===== src/rtl/sdram_spc_pkg.sv =====
package sdram_spc_pkg;

  localparam int CNT_W  = 3;
  localparam int RREC_W = 2;

  // Base refresh-recovery value; the reserved top code folds onto the largest.
  function automatic logic [CNT_W-1:0] rrec_base(input logic [RREC_W-1:0] code);
    logic [CNT_W-1:0] b;
    if (code == {RREC_W{1'b1}}) b = CNT_W'(4);
    else                        b = CNT_W'(2) + CNT_W'(code);
    return b;
  endfunction

  function automatic logic [CNT_W-1:0] wrec_len(input logic code);
    return code ? CNT_W'(2) : CNT_W'(1);
  endfunction

endpackage


===== src/rtl/spc_rst_sync.sv =====
module spc_rst_sync #(
  parameter int STAGES = 2
) (
  input  logic clk,
  input  logic rst_n,
  output logic rst_sync_n
);
  logic [STAGES-1:0] sync_q;

  always_ff @(posedge clk or negedge rst_n) begin
    if (!rst_n) sync_q <= '0;
    else        sync_q <= {sync_q[STAGES-2:0], 1'b1};
  end

  assign rst_sync_n = sync_q[STAGES-1];
endmodule


===== src/rtl/spc_holdoff_ctr.sv =====
module spc_holdoff_ctr #(
  parameter int W = 3
) (
  input  logic         clk,
  input  logic         rst_n,
  input  logic         load,
  input  logic [W-1:0] len,
  output logic         allow,
  output logic         expire
);
  localparam logic [W-1:0] ONE = W'(1);

  logic [W-1:0] cnt_q, cnt_d;
  logic         allow_q, allow_d;
  logic         expire_q, expire_d;
  logic [W-1:0] rem;
  logic [W-1:0] len_m1;

  always_comb begin
    rem      = (cnt_q != '0) ? (cnt_q - ONE) : '0;
    len_m1   = len - ONE;
    cnt_d    = cnt_q;
    allow_d  = allow_q;
    expire_d = 1'b0;
    if (load) begin
      cnt_d   = (len_m1 > rem) ? len_m1 : rem;
      allow_d = 1'b0;
    end else if (cnt_q != '0) begin
      cnt_d   = cnt_q - ONE;
      allow_d = 1'b0;
    end else begin
      allow_d  = 1'b1;
      expire_d = !allow_q;
    end
  end

  always_ff @(posedge clk or negedge rst_n) begin
    if (!rst_n) begin
      cnt_q    <= '0;
      allow_q  <= 1'b1;
      expire_q <= 1'b0;
    end else begin
      cnt_q    <= cnt_d;
      allow_q  <= allow_d;
      expire_q <= expire_d;
    end
  end

  assign allow  = allow_q;
  assign expire = expire_q;
endmodule


===== src/rtl/sdram_cmd_spacer.sv =====
module sdram_cmd_spacer
  import sdram_spc_pkg::*;
(
  input  logic              clk,
  input  logic              rst_n,
  input  logic              wr_cmd_stb,
  input  logic              aref_cmd_stb,
  input  logic              srx_stb,
  input  logic              cfg_wr_rec,
  input  logic [RREC_W-1:0] cfg_ref_rec,
  input  logic              cfg_bank_act,
  output logic              pre_ok,
  output logic              act_ok,
  output logic              cmd_ok,
  output logic              apre_start,
  output logic              cfg_err
);
  localparam int NUM_CTR = 4;
  localparam int IDX_WBA = 0;
  localparam int IDX_WAP = 1;
  localparam int IDX_ARF = 2;
  localparam int IDX_SRX = 3;

  logic                       rst_sync_n;
  logic [NUM_CTR-1:0]         ld;
  logic [NUM_CTR-1:0]         alw;
  logic [NUM_CTR-1:0]         exp_p;
  logic [NUM_CTR-1:0][CNT_W-1:0] len;
  logic [CNT_W-1:0]           base;
  logic                       err_d, err_q;

  spc_rst_sync #(.STAGES(2)) u_rst_sync (
    .clk        (clk),
    .rst_n      (rst_n),
    .rst_sync_n (rst_sync_n)
  );

  always_comb begin
    base         = rrec_base(cfg_ref_rec);
    ld[IDX_WBA]  = wr_cmd_stb &  cfg_bank_act;
    ld[IDX_WAP]  = wr_cmd_stb & ~cfg_bank_act;
    ld[IDX_ARF]  = aref_cmd_stb;
    ld[IDX_SRX]  = srx_stb;
    len[IDX_WBA] = wrec_len(cfg_wr_rec);
    len[IDX_WAP] = wrec_len(cfg_wr_rec);
    len[IDX_ARF] = base + CNT_W'(2);
    len[IDX_SRX] = base + CNT_W'(1);
  end

  for (genvar g = 0; g < NUM_CTR; g++) begin : g_ctr
    spc_holdoff_ctr #(.W(CNT_W)) u_ctr (
      .clk    (clk),
      .rst_n  (rst_sync_n),
      .load   (ld[g]),
      .len    (len[g]),
      .allow  (alw[g]),
      .expire (exp_p[g])
    );
  end

  always_comb begin
    err_d = err_q | (cfg_ref_rec == {RREC_W{1'b1}});
  end

  always_ff @(posedge clk or negedge rst_sync_n) begin
    if (!rst_sync_n) err_q <= 1'b0;
    else             err_q <= err_d;
  end

  assign pre_ok     = alw[IDX_WBA];
  assign act_ok     = alw[IDX_ARF];
  assign cmd_ok     = alw[IDX_SRX];
  assign apre_start = exp_p[IDX_WAP];
  assign cfg_err    = err_q;
endmodule


===== config.mk =====
export PLATFORM = sky130hd
export DESIGN_NAME = sdram_cmd_spacer
export DESIGN_NICKNAME = d
export VERILOG_FILES = /design/src/rtl/sdram_spc_pkg.sv /design/src/rtl/spc_rst_sync.sv /design/src/rtl/spc_holdoff_ctr.sv /design/src/rtl/sdram_cmd_spacer.sv
export SDC_FILE = /design/constraint.sdc
export NUM_CORES = 1
export LEC_CHECK = 0
export CORE_AREA = 2 2 50 52
export DETAILED_ROUTE_END_ITERATION = 7
export DIE_AREA = 0 0 52 54
export GPL_TIMING_DRIVEN = 0
export MAX_ROUTING_LAYER = met4
export PLACE_DENSITY_LB_ADDON = 0.2
export SYNTH_ARGS = -nofsm -noshare
export SYNTH_HDL_FRONTEND = slang
export SYNTH_SLANG_ARGS = --single-unit
export TNS_END_PERCENT = 30

===== constraint.sdc =====
create_clock -name clk -period 1.6 [get_ports clk]
set_input_delay 0.48 -clock clk [delete_from_list [all_inputs] [get_ports clk]]
set_output_delay 0.48 -clock clk [all_outputs]
set_load 0.02 [all_outputs]

==> flow_metrics.py, run 1 <==
metrics = {
    "outcome": {
        "status": "finished, violations left",
        "violations": "setup timing",
    },
    "clock_tree": {
        "clkSinkCount": 20,
        "cts_buffer_depth": 2,
        "cts_htree_levels": 1,
        "cts_root_buffer": "clkbuf_4",
        "cts_tree": "built",
        "clock_latency_ns": 0.30,
        "cts_buffers": 3,
        "clkTransAtPathRegs_ns": 0.13,
    },
    "sta": {
        "finalSetupTns_ns": -1.79,
        "fin_crit_sh": 1.18,
        "maxSlewHeadroom": 0.524,
        "tightest_slew_ns": 0.714,
        "setup_viol": 8,
        "layout_min_cycle_time_ns": 1.88,
        "fmax_mhz": 531,
        "fin_worst_skew_ns": 0.0136,
        "maxSlewViolCount": 0,
        "hold_viol": 0,
        "rsz0062_at_grt": "yes",
        "setup_slack_ns": -0.283,
    },
    "place": {
        "hpwl_mm": 1.69,
        "numPortBuffers": 13,
        "place_congestion": 0.750,
        "placed_area_sq_um": 1420,
        "pre_cts_slack_ns": -0.769,
    },
    "worst_setup_path": {
        "path_max_fanout": 3,
        "path_class": "reg2reg",
        "cp_slowest_stage_delay_ns": 0.41,
        "cp-end-kind": "register",
        "slowest_stage": "dfrtp_1",
        "crit_path_frequent_cell": "ha_4",
        "cp.required_ns": 1.84,
        "worstPathCellList": "inv_2 -> buf_12 -> ha_4 -> nand2b_4 -> ha_4 -> nor2b_4 -> o31ai_4 -> nor2_4 -> mux2i_1",
        "crit_path_start_kind": "register",
        "r2r_slack_ns": -0.28,
        "crit_arrival_ns": 2.12,
    },
    "logic_synthesis": {
        "synth_ff_type": "dfrtp_1",
        "synth_seq_cells": 20,
        "yosysTopAreaCell": "dfrtp_1",
        "synth_top_area_frac": 0.334,
        "synthDistinctLibCells": 29,
        "synth_cells": 117,
        "synth_edf_count": 0,
        "ys_seq_area_frac": 0.421,
        "synth_nets": 142,
        "synth.top_cells.by_area": "dfrtp_1 33%, ha_1 17%, dfstp_2 8.8%",
        "syn_area_per_cell_sq_um": 10.3,
        "yosysWarnings": 0,
        "syn-cell-area_sq_um": 1200,
        "postSynth.asyncResetShare": 1.00,
    },
    "die": {
        "die_h_microns": 54,
        "initial_core_util": 0.517,
        "die_w_microns": 52,
        "dieArea_sq_um": 2810,
        "io_pins": 14,
        "rows": 18,
        "core_area_sq_um": 2320,
    },
    "global_route": {
        "grt_usage": 0.207,
        "grt_max_degree": 19,
        "grt_pass1_vias": 980,
        "grt_overflow": 0,
        "grt_antenna_before_repair": 0,
        "grt_first_pass_wirelength_mm": 4.08,
    },
    "pwr": {
        "p_comb_frac": 0.674,
        "power_density_nw_per_um2": 2250,
        "switching_share": 0.383,
        "clkPwrFrac": 0.104,
        "seq_power_share": 0.222,
        "p_leak_nw": 0.799,
        "p_int_w": 0.00246,
        "vdd_drop_max_v": 0.00144,
        "netSwitchingPower_w": 0.00153,
    },
    "job": {
        "maxCapViolCount": 0,
    },
    "cells_and_area": {
        "layout.nets": 177,
        "fill_cells": 153,
        "stdcell_area_sq_um": 1780,
        "area_growth_pct": 48.2,
        "utilization": 0.766,
        "layout-drive-gt1-share": 0.483,
        "antenna_cells": 0,
    },
    "detailed_routing": {
        "remaining_drc_errors": 0,
        "drt_iter0_markers": 7,
        "ant_nets": 0,
        "drt_pass1_iterations": 4,
        "vias": 956,
        "via_per_inst": 5.28,
        "routed_wl_mm": 2.61,
        "wl_per_cell_microns": 14.4,
    },
    "hold_path": {
        "hold_path.class": "reg2async",
    },
}
==> power by group through the flow <==
stage / Sequential [W] / Combinational (W) / Clock, W
2_1_floorplan: 0.000899 / 0.00127 / 0
3_3_place_gp: 0.000874 / 0.00156 / 0
3_5_place_dp: 0.000880 / 0.00168 / 0
4_1_cts: 0.000875 / 0.00240 / 0.000420
5_1_grt: 0.000907 / 0.00296 / 0.000437
6_report: 0.000887 / 0.00269 / 0.000413
==> cell usage after synthesis, drive strengths merged (4+ instances only) <==
master and count:
nand2 9, dfrtp 16, ha 16, a21oi 6, nand2b 6, nor2b 5, inv 14, nor2 8
a21boi 4, o21ai 4, dfstp 4, mux2i 7
==> placed cells by master (no fill, tap or decap), types with 3 or more instances in the layout <==
| cell type | n |
|---|---|
| inv_2 | 11 |
| nor2_4 | 3 |
| clkdlybuf4s50_1 | 6 |
| a21oi_1 | 5 |
| ha_1 | 8 |
| nor2b_4 | 4 |
| dfstp_2 | 4 |
| nor2_2 | 3 |
| clkbuf_4 | 3 |
| nand2_1 | 9 |
| dfrtp_1 | 16 |
| ha_4 | 7 |
| buf_4 | 15 |
| dlygate4sd2_1 | 4 |
| inv_1 | 3 |
| nand2b_4 | 4 |
| mux2i_1 | 7 |
==> cell type report <==
| cell class | count | area, sq um | share of cell area |
|---|---|---|---|
| clock buffers | 3 | 22.5 | 0.0127 |
| multi-input cells | 82 | 857 | 0.482 |
| repair buffers | 30 | 269 | 0.151 |
| well taps | 30 | 37.5 | 0.0211 |
| plain buffers | 1 | 3.75 | 0.00211 |
| inverters | 14 | 52.6 | 0.0296 |
| flip-flops and latches | 20 | 505 | 0.284 |
| clock inverters | 1 | 30.0 | 0.0169 |
==> cell families after synthesis <==
logic type | after synthesis | share of synthesized area
other cells | 1 | 0.00313
flops | 20 | 0.421
fa+ha+maj | 16 | 0.167
mux | 7 | 0.0584
simple gates | 37 | 0.179
buf+inv | 15 | 0.0469
compound gates | 21 | 0.124
==> worst paths after layout <==
check / depth (start not counted) / to / startpoint
max: 9 / g_ctr[2].u_ctr.cnt_q[0] / g_ctr[2].u_ctr.cnt_q[0]
min reg2reg: 0 / g_ctr[0].u_ctr.cnt_q[2] / u_rst_sync.sync_q[1]
max in group asynchronous: 0 / g_ctr[3].u_ctr.cnt_q[2] / u_rst_sync.sync_q[1]
max reg2reg: 9 / g_ctr[2].u_ctr.cnt_q[0] / g_ctr[2].u_ctr.cnt_q[0]
min in group clk: 0 / u_rst_sync.sync_q[1] / u_rst_sync.sync_q[0]
min: 0 / g_ctr[0].u_ctr.cnt_q[2] / u_rst_sync.sync_q[1]
==> metrics by stage <==
step           cells  power (W)  hold slack [ns]
6_report         181    0.00399            0.304
2_1_floorplan    117    0.00217            0.184
5_1_grt          181    0.00430            0.310
3_5_place_dp     160    0.00256            0.328
3_3_place_gp     160    0.00243            0.336
4_1_cts          176    0.00369            0.316
==> state kept, by name (all words and copies together) (netlist names) <==
register and flops:
g_ctr.u_ctr.expire 1, g_ctr.u_ctr.cnt_q 12, cfg_err 1, g_ctr.u_ctr.allow 4, u_rst_sync.sync_q 2
==> worst max-delay path: cells and delay by family (launching register included) <==
kind / cells / cell delay [ns]
AOI/OAI and AO/OA: 1 / 0.07
adders and majority gates: 2 / 0.45
buffers and inverters: 2 / 0.22
DFF: 1 / 0.41
muxes: 1 / 0.20
and+or+nand+nor: 3 / 0.47
==> routing by layer <==
layer / up-vias / global-route usage / wire, microns
li1: 468 / - / -
met1: 467 / 0.231 / 1110
met2: 17 / 0.369 / 1410
met3: 4 / 0.0250 / 62
met4: 0 / 0.101 / 31
met5: - / - / 0
==> repair_timing <==
item	CTS	global route
hold endpoints to repair	0	0
hold buffers	0	0
buffers inserted	12	5
gates resized for setup	42	13
endpoints found under the setup margin	13	10
pin swaps	18	10
Note: power is estimated with default switching activity, not from simulation.
==> inputs of run 2 (changes only) <==
--- a/config.mk
+++ b/config.mk
@@ -5,9 +5,9 @@
 export SDC_FILE = /design/constraint.sdc
 export NUM_CORES = 1
 export LEC_CHECK = 0
-export CORE_AREA = 2 2 50 52
+export CORE_AREA = 2 2 57 46
 export DETAILED_ROUTE_END_ITERATION = 7
-export DIE_AREA = 0 0 52 54
+export DIE_AREA = 0 0 59 48
 export GPL_TIMING_DRIVEN = 0
 export MAX_ROUTING_LAYER = met4
 export PLACE_DENSITY_LB_ADDON = 0.2
==> run 2 against run 1 <==
Largest power group unchanged. Routed wire length increased by 7.3%. Clock power fell by 28%. Combinational power is 4% lower. Cell area decreased by 3.1%. Sequential share of layout area is 0.91 points higher. First-iteration DRC count grew 140%. Clock skew down 0.0053 ns. Sequential power up 1%. Utilization increased by 1.2 points. Worst setup slack worse by 0.043 ns. Critical path depth did not move. The flow still finishes with violations (setup timing). Die area increased by 0.85%.
==> flow_metrics.py, run 2 (synthesized netlist as in run 1, its figures left out) <==
metrics = {
    "detailed_routing": {
        "wl_per_cell_microns": 16.3,
        "drt_pass1_iterations": 4,
        "vias": 970,
        "wl_met2_mm": 1.52,
        "drt_iter0_markers": 17,
        "routed_wl_mm": 2.80,
        "route.met3.wl_microns": 120,
        "ant_nets": 0,
        "remaining_drc_errors": 0,
        "routedLengthMet1_mm": 1.08,
        "via_per_inst": 5.64,
        "top_layer": "met4",
    },
    "cells_and_area": {
        "area_growth_pct": 43.6,
        "layout-drive-gt1-share": 0.456,
        "stdcell_area_sq_um": 1720,
        "mostFrequentLayoutCells": "16 x dfrtp_1, 13 x buf_4, 9 x inv_2, 9 x nand2_1",
        "utilization": 0.778,
        "layout.nets": 173,
        "largest_reg_flops": 12,
        "top_register": "g_ctr.u_ctr.cnt_q",
        "final_common_cell": "dfrtp_1",
        "fill_cells": 135,
        "antenna_cells": 0,
    },
    "worst_setup_path": {
        "path_class": "reg2reg",
        "cp_slowest_stage_delay_ns": 0.42,
        "crit_family": "simple AND/OR/NAND/NOR gates",
        "cp.required_ns": 1.79,
        "r2r-start": "g_ctr[1].u_ctr.cnt_q[0]",
        "crit_buf_inv": 1,
        "cp-end-kind": "register",
        "crit_start": "g_ctr[1].u_ctr.cnt_q[0]",
        "crit_arrival_ns": 2.12,
        "path_max_fanout": 3,
        "crit_path_start_kind": "register",
        "slowest_stage": "dfrtp_1",
        "worstPathCellList": "inv_2 -> ha_4 -> nor2b_4 -> nor2_2 -> ha_1 -> nor4b_2 -> o2111ai_1 -> nand2_1 -> o211ai_1",
    },
    "job": {
        "maxCapViolCount": 0,
    },
    "global_route": {
        "grt_max_degree": 19,
        "grt_first_pass_wirelength_mm": 3.99,
        "grt_pass1_vias": 999,
        "grt_usage": 0.203,
        "grt_antenna_before_repair": 0,
        "grt_overflow": 0,
    },
    "sta": {
        "setup_viol": 8,
        "rsz0062_at_grt": "yes",
        "finalSetupTns_ns": -2.12,
        "fin_hold_ws_ns": 0.301,
        "fin_worst_skew_ns": 0.00825,
        "setup_slack_ns": -0.326,
        "maxSlewHeadroom": 0.513,
        "layout_min_cycle_time_ns": 1.93,
        "maxSlewViolCount": 0,
        "fin_crit_sh": 1.20,
        "hold_viol": 0,
        "tightest_slew_ns": 0.731,
        "fmax_mhz": 519,
    },
    "pwr": {
        "p_leak_nw": 0.763,
        "power_density_nw_per_um2": 2180,
        "vdd_drop_max_v": 0.00102,
    },
    "die": {
        "die_h_microns": 48,
        "io_pins": 14,
        "die_w_microns": 59,
        "core_area_sq_um": 2210,
        "initial_core_util": 0.542,
        "dieArea_sq_um": 2830,
        "rows": 15,
    },
    "clock_tree": {
        "clkSinkCount": 20,
        "cts_buffer_depth": 2,
        "cts_tree": "built",
        "cts_buffers": 3,
        "clkTransAtPathRegs_ns": 0.12,
        "cts_root_buffer": "clkbuf_4",
        "clock_latency_ns": 0.31,
        "cts_htree_levels": 1,
    },
    "place": {
        "place_congestion": 0.789,
        "hpwl_mm": 1.78,
        "pre_cts_slack_ns": -0.808,
        "numPortBuffers": 13,
        "placed_area_sq_um": 1420,
    },
    "outcome": {
        "violations": "setup timing",
        "status": "finished, violations left",
    },
    "hold_path": {
        "hold_path.class": "reg2async",
    },
}
run 2: cell count changes in the layout (fill, tap and decap cells not counted), moves of 2 or more:
cell and delta:
buf_12 -2, buf_2 -2, buf_4 -2, clkdlybuf4s15_2 +2, inv_1 +2, inv_2 -2
nor2_2 +2, o21ai_2 -2
run 2: worst paths after layout:
check | slack, ns | depth (start not counted) | to
max in group asynchronous | 0.84 | 0 | g_ctr[2].u_ctr.cnt_q[0]
min in group clk | 0.37 | 0 | u_rst_sync.sync_q[1]
hold / removal | 0.30 | 0 | cfg_err
hold reg to reg | 0.30 | 0 | cfg_err
setup reg to reg | -0.33 | 9 | g_ctr[1].u_ctr.cnt_q[0]
setup / recovery | -0.33 | 9 | g_ctr[1].u_ctr.cnt_q[0]
run 2: layout make-up:
type | instances | area (sq um) | area share
well taps | 25 | 31.3 | 0.0182
inverters | 14 | 52.6 | 0.0305
plain buffers | 1 | 3.75 | 0.00218
repair buffers | 26 | 226 | 0.131
clock buffers | 4 | 36.3 | 0.0211
flip-flops and latches | 20 | 505 | 0.293
multi-input cells | 82 | 867 | 0.503
run 2: metrics by stage:
step / power (W) / std cells
2_1_floorplan: 0.00217 / 117
3_3_place_gp: 0.00244 / 155
3_5_place_dp: 0.00257 / 155
4_1_cts: 0.00326 / 168
5_1_grt: 0.00401 / 172
6_report: 0.00376 / 172
run 2: worst reg2reg max path: stages, from the launching register on:
cell and delay (ns):
dfrtp_1 0.42, inv_2 0.08, ha_4 0.13, nor2b_4 0.16, nor2_2 0.05, ha_1 0.28
nor4b_2 0.25, o2111ai_1 0.20, nand2_1 0.14, o211ai_1 0.10
run 2: layer usage:
| layer | GRT usage | up-vias |
|---|---|---|
| li1 | - | 457 |
| met1 | 0.188 | 470 |
| met2 | 0.393 | 33 |
| met3 | 0.0676 | 10 |
| met4 | 0.0818 | 0 |
| met5 | - | - |
run 2: power breakdown:
group	internal, W	switching [W]
Clock	0.000139	0.000158
Sequential	0.000739	0.000157
Combinational	0.00135	0.00122
Total	0.00223	0.00153
run 2: timing repair:
item                                    CTS  global route
endpoints found under the setup margin   13             8
buffers inserted                          9             4
hold buffers                              0             0
resized for setup                        36            15
hold endpoints to repair                  0             0
pin swaps                                10            10
